==> src/rtl/useq_pkg.sv <==
package useq_pkg;

    localparam int UA_W    = 6;
    localparam int UC_W    = 12;
    localparam int UOP_W   = 4;
    localparam int UFLAG_W = 3;
    localparam int UW_W    = UC_W + 2;
    localparam int UDEPTH  = 1 << UA_W;

    typedef enum logic [1:0] {
        CC_ALWAYS = 2'd0,
        CC_ZERO   = 2'd1,
        CC_CARRY  = 2'd2,
        CC_NEG    = 2'd3
    } cond_e;

    typedef enum logic [1:0] {
        NX_SEQ   = 2'd0,
        NX_MAP   = 2'd1,
        NX_JUMP  = 2'd2,
        NX_RESET = 2'd3
    } nsel_e;

    typedef struct packed {
        logic             is_branch;
        logic             map_sel;
        cond_e            cond;
        logic [UA_W-1:0]  target;
        logic [UC_W-1:0]  ctrl;
    } uword_t;

    function automatic logic [UW_W-1:0] mk_ctrl(input logic map, input logic [UC_W-1:0] c);
        return {1'b0, map, c};
    endfunction

    function automatic logic [UW_W-1:0] mk_branch(input cond_e cc, input logic [UA_W-1:0] t);
        logic [UW_W-1:0] w;
        w = '0;
        w[UW_W-1] = 1'b1;
        w[UW_W-2 -: 2] = cc;
        w[UA_W-1:0] = t;
        return w;
    endfunction

    function automatic logic [UDEPTH*UW_W-1:0] demo_ucode();
        logic [UDEPTH*UW_W-1:0] img;
        img = '0;
        for (int i = 0; i < UDEPTH; i++) begin
            if ((i % 8) == 7)
                img[i*UW_W +: UW_W] = mk_branch(cond_e'(i / 8 % 4), UA_W'((i + 9) % UDEPTH));
            else if ((i % 8) == 3)
                img[i*UW_W +: UW_W] = mk_ctrl(1'b1, UC_W'(i));
            else
                img[i*UW_W +: UW_W] = mk_ctrl(1'b0, UC_W'(1) << (i % UC_W));
        end
        return img;
    endfunction

endpackage

==> src/rtl/ustore.sv <==
module ustore #(
    parameter int ADDR_W = useq_pkg::UA_W,
    parameter int WORD_W = useq_pkg::UW_W,
    parameter int DEPTH  = 1 << ADDR_W,
    parameter logic [DEPTH*WORD_W-1:0] IMAGE = '0
) (
    input  logic [ADDR_W-1:0] addr_i,
    output logic [WORD_W-1:0] word_o
);

    logic [WORD_W-1:0] rows [DEPTH];

    for (genvar g = 0; g < DEPTH; g++) begin : g_row
        assign rows[g] = IMAGE[g*WORD_W +: WORD_W];
    end

    assign word_o = rows[addr_i];

endmodule

==> src/rtl/uword_split.sv <==
module uword_split
    import useq_pkg::*;
#(
    parameter int ADDR_W = UA_W,
    parameter int CTRL_W = UC_W,
    localparam int WORD_W = CTRL_W + 2
) (
    input  logic              clk_i,
    input  logic              rst_i,
    input  logic [WORD_W-1:0] word_i,
    output logic              is_branch_o,
    output logic              map_sel_o,
    output cond_e             cond_o,
    output logic [ADDR_W-1:0] target_o,
    output logic [CTRL_W-1:0] ctrl_o
);

    logic fmt_bit;

    assign fmt_bit     = word_i[WORD_W-1];
    assign is_branch_o = fmt_bit;
    assign map_sel_o   = ~fmt_bit & word_i[WORD_W-2];
    assign cond_o      = cond_e'(word_i[WORD_W-2 -: 2]);
    assign target_o    = word_i[ADDR_W-1:0];

    always_comb begin
        if (fmt_bit)
            ctrl_o = '0;
        else
            ctrl_o = word_i[CTRL_W-1:0];
    end


    branch_quiet_chk: assert property (@(posedge clk_i) disable iff (rst_i)
        word_i[WORD_W-1] |-> (ctrl_o == '0));

endmodule

==> src/rtl/useq_next.sv <==
module useq_next
    import useq_pkg::*;
#(
    parameter int ADDR_W = UA_W,
    parameter int OPC_W  = UOP_W,
    parameter int FLAG_W = UFLAG_W
) (
    input  logic              rst_i,
    input  logic [ADDR_W-1:0] cur_i,
    input  logic              is_branch_i,
    input  logic              map_sel_i,
    input  cond_e             cond_i,
    input  logic [ADDR_W-1:0] target_i,
    input  logic [FLAG_W-1:0] flags_i,
    input  logic [OPC_W-1:0]  opcode_i,
    output nsel_e             sel_o,
    output logic [ADDR_W-1:0] next_o
);

    logic [ADDR_W-1:0] seq_addr;
    logic [ADDR_W-1:0] map_addr;
    logic              taken;

    assign seq_addr = cur_i + 1'b1;

    if (ADDR_W >= OPC_W) begin : g_map_wide
        assign map_addr = {opcode_i, {(ADDR_W-OPC_W){1'b0}}};
    end else begin : g_map_narrow
        assign map_addr = opcode_i[OPC_W-1 -: ADDR_W];
    end

    always_comb begin
        unique case (cond_i)
            CC_ALWAYS: taken = 1'b1;
            CC_ZERO:   taken = flags_i[0];
            CC_CARRY:  taken = flags_i[1];
            CC_NEG:    taken = flags_i[2];
            default:   taken = 1'b0;
        endcase
    end

    always_comb begin
        if (rst_i)
            sel_o = NX_RESET;
        else if (is_branch_i)
            sel_o = taken ? NX_JUMP : NX_SEQ;
        else
            sel_o = map_sel_i ? NX_MAP : NX_SEQ;
    end

    always_comb begin
        unique case (sel_o)
            NX_RESET: next_o = '0;
            NX_JUMP:  next_o = target_i;
            NX_MAP:   next_o = map_addr;
            default:  next_o = seq_addr;
        endcase
    end

endmodule

==> src/rtl/useq_vformat.sv <==
module useq_vformat
    import useq_pkg::*;
#(
    parameter int ADDR_W = UA_W,
    parameter int CTRL_W = UC_W,
    parameter int OPC_W  = UOP_W,
    parameter logic [(1<<ADDR_W)*(CTRL_W+2)-1:0] UCODE = demo_ucode(),
    localparam int WORD_W = CTRL_W + 2,
    localparam int DEPTH  = 1 << ADDR_W
) (
    input  logic                clk_i,
    input  logic                rst_i,
    input  logic [UFLAG_W-1:0]  flags_i,
    input  logic [OPC_W-1:0]    opcode_i,
    output logic [CTRL_W-1:0]   ctrl_o,
    output logic [ADDR_W-1:0]   upc_o,
    output logic                branch_cycle_o
);

    logic [ADDR_W-1:0] car_q;
    logic [ADDR_W-1:0] car_d;
    logic [WORD_W-1:0] cur_word;
    logic              is_branch;
    logic              map_sel;
    cond_e             cond;
    logic [ADDR_W-1:0] target;
    nsel_e             sel;

    ustore #(
        .ADDR_W (ADDR_W),
        .WORD_W (WORD_W),
        .DEPTH  (DEPTH),
        .IMAGE  (UCODE)
    ) u_store (
        .addr_i (car_q),
        .word_o (cur_word)
    );

    uword_split #(
        .ADDR_W (ADDR_W),
        .CTRL_W (CTRL_W)
    ) u_split (
        .clk_i       (clk_i),
        .rst_i       (rst_i),
        .word_i      (cur_word),
        .is_branch_o (is_branch),
        .map_sel_o   (map_sel),
        .cond_o      (cond),
        .target_o    (target),
        .ctrl_o      (ctrl_o)
    );

    useq_next #(
        .ADDR_W (ADDR_W),
        .OPC_W  (OPC_W),
        .FLAG_W (UFLAG_W)
    ) u_next (
        .rst_i       (rst_i),
        .cur_i       (car_q),
        .is_branch_i (is_branch),
        .map_sel_i   (map_sel),
        .cond_i      (cond),
        .target_i    (target),
        .flags_i     (flags_i),
        .opcode_i    (opcode_i),
        .sel_o       (sel),
        .next_o      (car_d)
    );

    always_ff @(posedge clk_i) begin
        car_q <= car_d;
    end

    assign upc_o          = car_q;
    assign branch_cycle_o = is_branch;


    reset_zero_chk: assert property (@(posedge clk_i)
        rst_i |=> (upc_o == '0));


    seq_step_chk: assert property (@(posedge clk_i) disable iff (rst_i)
        (!cur_word[WORD_W-1] && !cur_word[WORD_W-2]) |=>
            (upc_o == ADDR_W'($past(upc_o) + 1'b1)));


    always_jump_chk: assert property (@(posedge clk_i) disable iff (rst_i)
        (cur_word[WORD_W-1] && cur_word[WORD_W-2 -: 2] == 2'b00) |=>
            (upc_o == $past(cur_word[ADDR_W-1:0])));


    zero_fall_chk: assert property (@(posedge clk_i) disable iff (rst_i)
        (cur_word[WORD_W-1] && cur_word[WORD_W-2 -: 2] == 2'b01 && !flags_i[0]) |=>
            (upc_o == ADDR_W'($past(upc_o) + 1'b1)));

    if (ADDR_W >= OPC_W) begin : g_map_chk

        map_entry_chk: assert property (@(posedge clk_i) disable iff (rst_i)
            (!cur_word[WORD_W-1] && cur_word[WORD_W-2]) |=>
                (upc_o[ADDR_W-1 -: OPC_W] == $past(opcode_i)));
    end

endmodule

==> config.mk <==
export PLATFORM = sky130hd
export DESIGN_NAME = useq_vformat
export DESIGN_NICKNAME = d
export VERILOG_FILES = /design/src/rtl/useq_pkg.sv /design/src/rtl/ustore.sv /design/src/rtl/uword_split.sv /design/src/rtl/useq_next.sv /design/src/rtl/useq_vformat.sv
export SDC_FILE = /design/constraint.sdc
export NUM_CORES = 1
export LEC_CHECK = 0
export BUFFER_PORTS_ARGS = -buffer_cell sky130_fd_sc_hd__buf_2
export CORE_UTILIZATION = 35
export DETAILED_ROUTE_END_ITERATION = 7
export PLACE_DENSITY = 0.67
export RECOVER_POWER = 100
export SYNTH_ARGS = -nofsm -noshare
export SYNTH_HDL_FRONTEND = slang
export SYNTH_SLANG_ARGS = --single-unit
export TNS_END_PERCENT = 10
==> constraint.sdc <==
create_clock -name clk_i -period 2.8 [get_ports clk_i]
set_clock_uncertainty 0.15 [all_clocks]
set_input_delay 0.56 -clock clk_i [delete_from_list [all_inputs] [get_ports clk_i]]
set_output_delay 0.56 -clock clk_i [all_outputs]
set_load 0.005 [all_outputs]
======== After elaboration in Yosys (flattened, before gate mapping) ========
Memory sizes are Yosys's and may differ from the RTL's.
Cells that the tools add are included.
word-level totals
  memories ................................ 1
  output and inout port bits .............. 19
  flip-flop bits (word level) ............. 6
  logic and storage cells ................. 23
  memory bits (writable) .................. 0
  bits in read-only memories .............. 896
  latch bits .............................. 0
memory list
  name             words  width  rd ports  clocked after Yosys merged registers in  wr ports  RTL line      RTL
  (no name shown)  64     14     1         0                                        0         ustore.sv:17  assign word_o = rows[addr_i];
cells by class
  add/sub/neg operators ................... 1
  divide/modulo/power cells ............... 0
  shift operators ......................... 0
  bitwise logic cells ..................... 3
  magnitude comparators ................... 1
  reductions and logical operators ........ 1
  equality and inequality tests ........... 6
  mux-type cells .......................... 9
  multipliers ............................. 0
operator list
  kind                 number
  $mux 14              2
  $pmux 6 s3           1
  $mux 12              1
  $eq 2x2->1 const B   4
  $ge 7x7->1 const B   1
  $not 6->7            1
  $add 6x1->6 const B  1
  $mux 2               3
  $eq 2x1->1 const B   2
  $pmux 1 s4           1
  $logic_not 2->1      1
  $and 1x1->1          1
  $mux 1               1
  $not 1->1            1

======== Longest topological paths before layout ========
  depth after elaboration ................. 11
  gate-level depth with buffers ........... 9
  mapped depth without buffers ............ 7

======== Modules after synthesis ========
A second synthesis with hierarchy kept.
second synthesis, totals
  cell total of the unflattened synthesis .. 144
  area total of the unflattened synthesis .. 1142.3 µm²
by module, submodules not included
  module        times used  area each (µm²)  cells each
  ustore        1           570.5            79
  useq_next     1           249.0            36
  uword_split   1           202.7            23
  useq_vformat  1           120.1            6

======== Worst setup path after synthesis ========
Ideal clock, no wire load.
  path kind ............................... reg2out
  start ................................... register car_q[2], in the netlist upc_o[2]
  end ..................................... output port ctrl_o[1]
  path slack .............................. 288 ps
  arrival time ............................ 1802 ps
  cell stages (with the launch flop) ...... 10
  path through ............................ dfxtp_1 buf_2 inv_1 ha_1 clkbuf_1 nor2b_1 a311oi_1 a21oi_1 a21oi_1 nor2_1
between the ends
  word-level cells in the longest chain between the ends .. 5
ends and longest elaborated chain
  element                                     RTL line            RTL
  from (decl)                                 useq_vformat.sv:20  logic [ADDR_W-1:0] car_q;
  from (signal assigned)                      useq_vformat.sv:71  car_q <= car_d;
  $not 6->7 (not written as such)             ustore.sv:17
  $mem_v2 64x14                               n/a
  $mux 14 (not written as such) (2 in a row)  ustore.sv:17
  $mux 12                                     uword_split.sv:27   if (fmt_bit)
  to (decl)                                   useq_vformat.sv:15  output logic [CTRL_W-1:0] ctrl_o,
No other way between the ends. The select of a mux whose other input is x is not followed.

======== Worst setup path after layout ========
  start ................................... register car_q[0], in the netlist upc_o[0]
  end ..................................... output port ctrl_o[4]
Same word-level chain as after synthesis.

==> reports/results.txt <==
Switch Pwr -> 177 µW
Kind of critical path -> flip-flop to output port
Worst-Margin Slew -> 0.516 ns
Instance count of the mapped netlist -> 127
HP Class -> input port to flip-flop
Gr ovfl total -> 0
Adder-Cell Fraction of Synth Area -> 8.29%
Flop pwr share -> 26.0%
Avg Cell Area, Syn -> 7.13 µm²
WP data arrival -> 1.98 ns
Post-Syn Area -> 906 µm²
DP Area -> 1040 µm²
Worst-path clk slew -> 0.05 ns
Area grow syn2layout -> 22.2%
# setup viols final -> 0
Via count -> 1020
Initial antenna violation count -> 0
Worst-Skew Late Latency -> 0.24 ns
CP max-delay cell -> dfxtp_4
Non-Filler Instances -> 179
Switching share of power -> 40.8%
Maximum clock frequency -> 372 MHz
Die Height -> 52.9 µm
Crit path max fanout -> 11
CTS Buf Count -> 3
Post-layout worst setup margin -> 0.113 ns
H-tree levels -> 1
# port buffers -> 25
Worst setup SP type -> flip-flop
Nets -> 166
Post-route setup TNS -> 0 ns
Req. time, crit path -> 2.09 ns
Number of flops mapped to enable cells by yosys -> 0
Simple-gate area share of the yosys netlist -> 27.3%
Ant diodes -> 0
Die Area -> 2800 µm²
TritonCTS Sinks -> 6
GRT Total Usage -> 18.7%
Yosys warnings -> 0
#FFs+latches synth -> 6
CP max stage delay -> 0.37 ns
Synth Area in Compound Gates -> 32.9%
Die Span X -> 52.9 µm
Static Leak -> 0.480 nW
Worst-path cell chain -> ha_1 -> ha_4 -> a21oi_1 -> o211ai_1 -> a32oi_2 -> nor2_1 -> buf_2
DRC viols -> 0
RSZ-0062 raised after global routing -> true
Initial core utilization -> 36.9%
Antenna Violating Nets Remaining -> 0
Global-route wire length before repair -> 3930 µm
Layout cells sized above 1 -> 29.5%
Clock Path Buffers -> 2
Synth Flop Type -> dfxtp_1
Yosys cell types -> 45
Vias in the first global route -> 866
DP Wirelength -> 1880 µm
Pins over their slew limit -> 0
Ys async rst share -> 0%
Critical Path End Type -> output port
Internal power -> 258 µW
Clock network fraction of total power -> 18.2%
TritonCTS clock tree -> built
Post-CTS setup buffers -> 0
Largest family of logic cells by synthesized area -> compound AO/OA/AOI/OAI gates
1st-pass router iterations -> 4
Most frequent cells in the layout -> 21 x buf_2, 12 x nor2_1, 11 x nand2_1
Part of the Yosys area used for sequential elements -> 13.3%
WL per Instance -> 13.6 µm
Worst slew margin -> 65.6%
Gate power share -> 55.9%
Post-synthesis mux area share -> 2.21%
Core area -> 2450 µm²
First DRT Iteration DRCs -> 26
Hold Vio Cnt, Final -> 0
Worst vdd ir -> 288 µV
I/O Pins -> 28
RD Place Congestion -> 0.845
Period utilization -> 96.0%
Final cell utilization of the core -> 45.1%
Placed instance count -> 176
Routed wire length -> 2430 µm
Min cycle time layout -> 2.69 ns
Most common cell after layout, fill and taps aside -> buf_2
Post-Place Setup Slack -> 0.112 ns
Pwr/cell area -> 393 nW/µm²
Max_cap viols -> 0
Largest net degree at the start of global routing -> 17
Final instance area -> 1110 µm²
Number of flip-flops in the largest register -> 6
Clk root buf -> clkbuf_4
Post-Synth XOR/XNOR Area -> 3.87%
Status -> completed
Rows -> 18
Via density per instance -> 5.70
-- power by group through the flow --
| stage | sequential, mW | clock, mW | combinational, mW |
|---|---|---|---|
| global placement | 0.112 | 0 | 0.217 |
| global route | 0.115 | 0.0847 | 0.273 |
| CTS | 0.112 | 0.0823 | 0.221 |
| floorplan | 0.109 | 0 | 0.156 |
| detailed placement | 0.113 | 0 | 0.218 |
| finish | 0.113 | 0.0791 | 0.243 |
-- layout make-up --
type	instances	area, µm²
sequential	6	125
fill	256	1350
clock buffer	3	22.5
multi-input combinational	101	732
tap	30	37.5
inverter	8	30.0
timing repair buffer	31	160
-- metal layers --
metal,track usage [%],up-vias,wire [µm]
li1,-,501,-
met1,25.4,488,1100
met2,29.5,27,1210
met3,1.72,4,98
met4,8.33,0,26
met5,0,-,0
-- repair_timing --
action / CTS / global route
setup endpoints to repair: 3 / 3
cloned: 0 / 0
gates resized for setup: 2 / 9
hold buffers: 0 / 0
pin swaps: 0 / 1
-- critical path: cells and delay by family, from the launching register on --
| family | cells | cell delay (ns) |
|---|---|---|
| flip-flops | 1 | 0.37 |
| AND/OR/NAND/NOR | 1 | 0.06 |
| AO/OA/AOI/OAI | 3 | 0.68 |
| buffers and inverters | 1 | 0.12 |
| adder cells (fa/ha/maj) | 2 | 0.49 |
-- final timing paths --
kind | from | end | slack [ns] | cells after the start
max reg2reg | upc_o[2]$_DFF_P_ | upc_o[0]$_DFF_P_ | 0.43 | 7
min reg2reg | upc_o[4]$_DFF_P_ | upc_o[5]$_DFF_P_ | 0.48 | 4
max | upc_o[0]$_DFF_P_ | ctrl_o[4] | 0.11 | 7
min | opcode_i[1] | upc_o[3]$_DFF_P_ | 0.45 | 3
-- synth_stat cells, types with 3 or more instances --
cell type / n / share of area [%]
nand2_1: 11 / 4.6
clkbuf_1: 5 / 2.1
nor2b_1: 5 / 3.5
nand3_1: 6 / 3.3
a21oi_1: 7 / 3.9
nor3_1: 3 / 1.7
dfxtp_1: 6 / 13
buf_2: 4 / 2.2
ha_1: 6 / 8.3
and2_1: 3 / 2.1
a2bb2oi_1: 3 / 2.9
inv_1: 7 / 2.9
o211ai_1: 3 / 2.5
a211o_1: 3 / 2.9
nor2_1: 12 / 5.0
-- stage by stage --
| step | power (mW) | hold WS [ns] |
|---|---|---|
| finish | 0.436 | 0.446 |
| CTS | 0.415 | 0.444 |
| floorplan | 0.265 | 0.547 |
| global route | 0.473 | 0.471 |
| detailed placement | 0.331 | 0.479 |
| global placement | 0.329 | 0.469 |
-- logic make-up (layout without fill, tap and decap cells) --
| kind of cell | count (synthesis) | count (layout) |
|---|---|---|
| and+or+nand+nor | 49 | 49 |
| AOI/OAI and AO/OA | 38 | 38 |
| xor gates and xnor gates | 4 | 4 |
| DFF | 6 | 6 |
| other | 1 | 2 |
| buffers and inverters | 21 | 42 |
| muxes | 2 | 2 |
| adders and majority gates | 6 | 6 |
Note: power is estimated with default switching activity, not from simulation.
